==> config.mk <==
export PLATFORM = sky130hd
export DESIGN_NAME = xacc_timer
export DESIGN_NICKNAME = d
export VERILOG_FILES = /design/src/rtl/xacc_pkg.sv /design/src/rtl/xacc_ctrl.sv /design/src/rtl/xacc_cfg.sv /design/src/rtl/xacc_count.sv /design/src/rtl/xacc_strobe.sv /design/src/rtl/xacc_timer.sv
export SDC_FILE = /design/constraint.sdc
export NUM_CORES = 1
export LEC_CHECK = 0
export BUFFER_PORTS_ARGS = -buffer_cell sky130_fd_sc_hd__buf_2
export CAP_MARGIN = 40
export CORE_MARGIN = 2
export CORE_UTILIZATION = 35
export DETAILED_ROUTE_END_ITERATION = 10
export PLACE_DENSITY = 0.6
export SLEW_MARGIN = 10
export SYNTH_ARGS = -nofsm -noshare
export SYNTH_HDL_FRONTEND = slang
export SYNTH_SLANG_ARGS = --single-unit
export TNS_END_PERCENT = 1
==> constraint.sdc <==
create_clock -name clk -period 3.66 [get_ports clk]
set_clock_uncertainty 0.2 [all_clocks]
set_input_delay 0.732 -clock clk [delete_from_list [all_inputs] [get_ports clk]]
set_output_delay 0.732 -clock clk [all_outputs]
set_load 0.02 [all_outputs]
==> src/rtl/xacc_pkg.sv <==
package xacc_pkg;

    // sequencer states
    typedef enum logic [1:0] {
        ST_IDLE  = 2'd0,
        ST_RUN   = 2'd1,
        ST_STALL = 2'd2
    } xacc_state_e;

    // shortest access for which the wait input is looked at
    localparam int WAIT_MIN_LEN = 4;

endpackage

==> src/rtl/xacc_ctrl.sv <==
module xacc_ctrl
    import xacc_pkg::*;
(
    input  logic        clk,
    input  logic        rst_n,
    input  logic        start_i,
    input  logic        last_i,
    input  logic        samp_pt_i,
    input  logic        wait_i,
    output xacc_state_e state_o,
    output logic        load_o,
    output logic        adv_o,
    output logic        finish_o,
    output logic        busy_o,
    output logic        done_o
);

    xacc_state_e state_q;
    xacc_state_e state_d;

    // next state
    always_comb begin
        state_d = state_q;
        unique case (state_q)
            ST_IDLE: begin
                if (start_i) state_d = ST_RUN;            // launch
            end
            ST_RUN: begin
                if (last_i)                      state_d = ST_IDLE;  // finish
                else if (samp_pt_i && wait_i)    state_d = ST_STALL; // hold
            end
            ST_STALL: begin
                if (!wait_i) state_d = ST_RUN;            // release
            end
            default: state_d = ST_IDLE;
        endcase
    end

    // state register
    always_ff @(posedge clk or negedge rst_n) begin
        if (!rst_n) state_q <= ST_IDLE;
        else        state_q <= state_d;
    end

    // outputs
    always_comb begin
        load_o   = 1'b0;
        adv_o    = 1'b0;
        finish_o = 1'b0;
        busy_o   = 1'b0;
        done_o   = 1'b0;
        unique case (state_q)
            ST_IDLE: begin
                load_o = start_i;
            end
            ST_RUN: begin
                busy_o   = 1'b1;
                done_o   = last_i;
                finish_o = last_i;
                adv_o    = !last_i;
            end
            ST_STALL: begin
                busy_o = 1'b1;
            end
            default: begin
                busy_o = 1'b0;
            end
        endcase
    end

    assign state_o = state_q;

endmodule

==> src/rtl/xacc_cfg.sv <==
module xacc_cfg #(
    parameter int DUR_W = 5,
    parameter int NSTB  = 2,
    localparam int PW   = NSTB * DUR_W
) (
    input  logic             clk,
    input  logic             rst_n,
    input  logic             load_i,
    input  logic [DUR_W-1:0] dur_i,
    input  logic [PW-1:0]    on_i,
    input  logic [PW-1:0]    off_i,
    input  logic             wen_i,
    output logic [DUR_W-1:0] n_q,
    output logic             wen_q,
    output logic [PW-1:0]    on_use,
    output logic [PW-1:0]    off_use
);

    logic [PW-1:0]    on_q;
    logic [PW-1:0]    off_q;
    logic [DUR_W-1:0] dur_eff;

    // a zero length is run as a single cycle
    assign dur_eff = (dur_i == '0) ? DUR_W'(1) : dur_i;

    always_ff @(posedge clk or negedge rst_n) begin
        if (!rst_n) begin
            n_q   <= DUR_W'(1);
            wen_q <= 1'b0;
            on_q  <= '0;
            off_q <= '0;
        end else if (load_i) begin
            n_q   <= dur_eff;
            wen_q <= wen_i;
            on_q  <= on_i;
            off_q <= off_i;
        end
    end

    // the strobe edges for cycle 1 are applied on the load edge itself,
    // so the live positions are passed through while loading
    assign on_use  = load_i ? on_i  : on_q;
    assign off_use = load_i ? off_i : off_q;

endmodule

==> src/rtl/xacc_count.sv <==
module xacc_count
    import xacc_pkg::*;
#(
    parameter int DUR_W = 5
) (
    input  logic             clk,
    input  logic             rst_n,
    input  logic             load_i,
    input  logic             adv_i,
    input  logic [DUR_W-1:0] n_q,
    input  logic             wen_q,
    output logic [DUR_W-1:0] cnt_q,
    output logic [DUR_W-1:0] nxt_o,
    output logic             last_o,
    output logic             samp_pt_o
);

    localparam int XW = DUR_W + 1;

    logic [XW-1:0] half;
    logic          long_enough;

    // sample cycle: ceil(N/2)
    assign half        = ({1'b0, n_q} + XW'(1)) >> 1;
    assign long_enough = (n_q >= DUR_W'(WAIT_MIN_LEN));
    assign samp_pt_o   = wen_q && long_enough && (cnt_q == half[DUR_W-1:0]);
    assign last_o      = (cnt_q == n_q);

    // cycle number that the coming edge enters
    assign nxt_o = load_i ? DUR_W'(1) : (cnt_q + DUR_W'(1));

    always_ff @(posedge clk or negedge rst_n) begin
        if (!rst_n)                cnt_q <= '0;
        else if (load_i || adv_i)  cnt_q <= nxt_o;
    end

endmodule

==> src/rtl/xacc_strobe.sv <==
module xacc_strobe #(
    parameter int DUR_W = 5,
    parameter int NSTB  = 2,
    localparam int PW   = NSTB * DUR_W
) (
    input  logic             clk,
    input  logic             rst_n,
    input  logic             fire_i,
    input  logic             clr_i,
    input  logic [DUR_W-1:0] pos_i,
    input  logic [PW-1:0]    on_i,
    input  logic [PW-1:0]    off_i,
    output logic [NSTB-1:0]  stb_o
);

    for (genvar k = 0; k < NSTB; k++) begin : g_stb
        logic [DUR_W-1:0] on_k;
        logic [DUR_W-1:0] off_k;
        assign on_k  = on_i[k*DUR_W +: DUR_W];
        assign off_k = off_i[k*DUR_W +: DUR_W];

        always_ff @(posedge clk or negedge rst_n) begin
            if (!rst_n) begin
                stb_o[k] <= 1'b0;
            end else if (clr_i) begin
                stb_o[k] <= 1'b0;
            end else if (fire_i) begin
                if (pos_i == off_k)     stb_o[k] <= 1'b0;
                else if (pos_i == on_k) stb_o[k] <= 1'b1;
            end
        end
    end

endmodule

==> src/rtl/xacc_timer.sv <==
module xacc_timer
    import xacc_pkg::*;
#(
    parameter int DUR_W = 5,
    parameter int NSTB  = 2,
    localparam int PW   = NSTB * DUR_W
) (
    input  logic             clk,
    input  logic             rst_n,
    input  logic             start_i,
    input  logic [DUR_W-1:0] dur_i,
    input  logic [PW-1:0]    stb_on_i,
    input  logic [PW-1:0]    stb_off_i,
    input  logic             wait_en_i,
    input  logic             wait_i,
    output logic [NSTB-1:0]  stb_o,
    output logic             busy_o,
    output logic             done_o
);

    xacc_state_e      state_q;
    logic             load;
    logic             adv;
    logic             finish;
    logic             last;
    logic             samp_pt;
    logic [DUR_W-1:0] n_q;
    logic             wen_q;
    logic [PW-1:0]    on_use;
    logic [PW-1:0]    off_use;
    logic [DUR_W-1:0] cnt_q;
    logic [DUR_W-1:0] nxt;

    xacc_ctrl u_ctrl (
        .clk       (clk),
        .rst_n     (rst_n),
        .start_i   (start_i),
        .last_i    (last),
        .samp_pt_i (samp_pt),
        .wait_i    (wait_i),
        .state_o   (state_q),
        .load_o    (load),
        .adv_o     (adv),
        .finish_o  (finish),
        .busy_o    (busy_o),
        .done_o    (done_o)
    );

    xacc_cfg #(.DUR_W(DUR_W), .NSTB(NSTB)) u_cfg (
        .clk     (clk),
        .rst_n   (rst_n),
        .load_i  (load),
        .dur_i   (dur_i),
        .on_i    (stb_on_i),
        .off_i   (stb_off_i),
        .wen_i   (wait_en_i),
        .n_q     (n_q),
        .wen_q   (wen_q),
        .on_use  (on_use),
        .off_use (off_use)
    );

    xacc_count #(.DUR_W(DUR_W)) u_count (
        .clk       (clk),
        .rst_n     (rst_n),
        .load_i    (load),
        .adv_i     (adv),
        .n_q       (n_q),
        .wen_q     (wen_q),
        .cnt_q     (cnt_q),
        .nxt_o     (nxt),
        .last_o    (last),
        .samp_pt_o (samp_pt)
    );

    xacc_strobe #(.DUR_W(DUR_W), .NSTB(NSTB)) u_strobe (
        .clk    (clk),
        .rst_n  (rst_n),
        .fire_i (load | adv),
        .clr_i  (finish),
        .pos_i  (nxt),
        .on_i   (on_use),
        .off_i  (off_use),
        .stb_o  (stb_o)
    );

endmodule

==> results_dict.tcl <==
set metrics [dict create \
    outcome "finished clean" \
    die_x_um 82.3 \
    routed_wl_mm 4.23 \
    dp_cells 284 \
    cts_tree "yes" \
    synth_commonest_cells "34 x dfrtp_1, 21 x mux2_2, 17 x xor2_1" \
    yosysMostFrequentCell "dfrtp_1" \
    worstHoldPathType "flop to flop" \
    gr-total-overflow 0 \
    drtIter0Drc 70 \
    ctsRootBufferMaster "clkbuf_8" \
    hold_viol 0 \
    critPathKind "flop to output pin" \
    r2r_start "u_ctrl.state_o[1]$_DFFE_PN0P_" \
    reg2reg_slack_ps 1120 \
    core_um2 5920 \
    worstPathMaxFanout 10 \
    grt_pass1_wl_mm 7.22 \
    syn_nets 221 \
    maxSlewViolCount 0 \
    path_buf_inv 1 \
    place_area_um2 2340 \
    ys_warn_count 0 \
    r2r_cells 7 \
    hold_path_depth 1 \
    place_worst_setup_slack_ps 1070 \
    clock.fmax_mhz 356 \
    dp_hpwl_mm 3.10 \
    synth_edf_count 0 \
    core.rowCount 28 \
    htree_num_levels 2 \
    vias_per_cell 4.97 \
    syn2layout_area_growth_pct 15.6 \
    cp_slowest_cell "dfrtp_1" \
    syn_avg_cell_area_um2 11.6 \
    cp-end-kind "output pin" \
    synth_cells 184 \
    avgRoutedWirePerCell_um 14.5 \
    ys_ff_latch 35 \
    startpoint_type "flop" \
    cts_hold_buffers 0 \
    rsz0062_at_grt "no" \
    timing.rr.end "u_strobe.stb_o[1]$_DFFE_PN0P_" \
    ant_nets 0 \
    synth.top_cell.area_share_pct 39.7 \
    fp.dieH_um 82.3 \
    post_route_cells_drive_above_1_share_pct 35.0 \
    synth_ff_type "dfrtp_1" \
    cts_buffer_depth 2 \
    ys_seq_area_share_pct 40.9 \
    globalplace.congestion 0.750 \
    required_ps 2730 \
    crit_family "simple AND/OR/NAND/NOR gates" \
    clk_latency_ps 290 \
    antenna_found_initial 0 \
    vdd_drop_max_v 0.000283 \
    drcViolationCount 0 \
    p_total_mw 2.29 \
    fin_hold_ws_ps 304 \
    grt_pass1_vias 1499 \
    period_share_pct 76.7 \
    num_antenna_cells 0 \
    cts.clk_slew.worst_paths_ps 80 \
    critical_path.cell_chain "xnor2_1 -> nand3_1 -> nor3_1 -> buf_2" \
    worst_slew_margin_rel_pct 46.4 \
    async_flop_share_pct 100 \
    dieArea_um2 6770 \
    post_cts_buffers 0 \
    p_leak_nw 1.04 \
    stdcell_count 292 \
    setup_viol 0 \
    syn_area_um2 2140 \
    grt_start_max_net_pins 36 \
    tns_ps 0 \
    power_density_nw_per_um2 926 \
    critPathMaxStageDelay_ps 540 \
    cts.sinks 35 \
    design_area_um2 2480 \
    fin_util_pct 41.8 \
    maxCapViolCount 0 \
    initial_utilization_pct 36.2 \
    ctsResizeCount 0 \
    crit_arrival_ps 1870 \
    dr.pass1.iters 4 \
    vias 1452 \
    hold_path_end "u_cfg.on_q[4]$_DFF_PN0_" \
    fin_nets 253 \
    yosys.area.top_type "dfrtp_1" \
    cts_buffers 5 \
    synth.distinct_cells 42 \
    cp.depth 4 \
    worstMarginPinSlew_ps 805 \
    ios 34 \
    fin_crit_ps 2810 \
    hold_start "u_cfg.on_q[4]$_DFF_PN0_" \
    worst_slack_ps 854 \
    numPortBuffers 33 \
    grt_use_total_pct 14.3 \
    synthTopCellsByArea "dfrtp_1 40%, mux2_2 11%, xor2_1 6.9%" \
]
## state kept, by name (all words and copies together) (netlist names)
register        cells
u_cfg.n_q           5
u_count.cnt_q       5
u_cfg.on_q         10
u_cfg.wen_q         1
u_cfg.off_q        10
u_strobe.stb_o      2
u_ctrl.state_o      2
## worst reg2reg max path, cell delays in order (launching register included)
cell and delay, ps:
dfrtp_1 400, inv_1 120, ha_1 300, and2_4 450, mux2_2 410, xor2_1 160, a41oi_1 130, a311oi_1 270
## how the worst max path moves through the flow
| stage | startpoint | end |
|---|---|---|
| finish | u_count.cnt_q[2]$_DFFE_PN0P_ | done_o |
| global route | u_count.cnt_q[2]$_DFFE_PN0P_ | done_o |
| CTS | u_count.cnt_q[2]$_DFFE_PN0P_ | done_o |
| detailed placement | start_i | u_strobe.stb_o[1]$_DFFE_PN0P_ |
| global placement | start_i | u_strobe.stb_o[1]$_DFFE_PN0P_ |
| floorplan | u_count.cnt_q[2]$_DFFE_PN0P_ | done_o |
## cell type report
| type | instances | area, um^2 |
|---|---|---|
| tap | 75 | 93.8 |
| timing repair buffer | 34 | 173 |
| clock inverter | 2 | 60.1 |
| multi-input combinational | 133 | 1170 |
| fill | 573 | 3440 |
| inverter | 7 | 26.3 |
| sequential | 35 | 877 |
| clock buffer | 6 | 72.6 |
## cell families after synthesis
group                    synth area share [%]
AND/OR/NAND/NOR                          10.3
flip-flops                               40.9
XOR/XNOR                                 13.4
multiplexers                             17.1
AO/OA/AOI/OAI                            9.92
buffers and inverters                    4.26
adder cells (fa/ha/maj)                  4.09
## layer usage
layer  vias to the layer above  routed length [um]  track usage [%]
met3                         8                 165             4.02
li1                        709                   -                -
met1                       709                2110             19.5
met2                        26                1870             21.0
met5                         -                   0                0
met4                         0                  84             5.83
## placed cells by master (no fill, tap or decap), types with 3 or more instances in the layout
cell      instances
dfrtp_1          34
buf_2            33
mux2_2           21
xor2_1           17
xnor2_1          14
nand3_1          10
nand2_1           9
inv_1             7
nor2_1            7
ha_1              7
a21oi_1           5
clkbuf_8          5
o21ai_0           4
mux2i_1           4
mux2_4            3
## report_power, final
part / total, mW / internal (mW) / switching [mW] / leakage (nW)
sequential: 0.727 / 0.576 / 0.151 / 0.419
clock: 0.418 / 0.272 / 0.145 / 0.0654
combinational: 1.15 / 0.574 / 0.576 / 0.560
total: 2.29 / 1.42 / 0.872 / 1.04
Note: power is estimated with default switching activity, not from simulation.
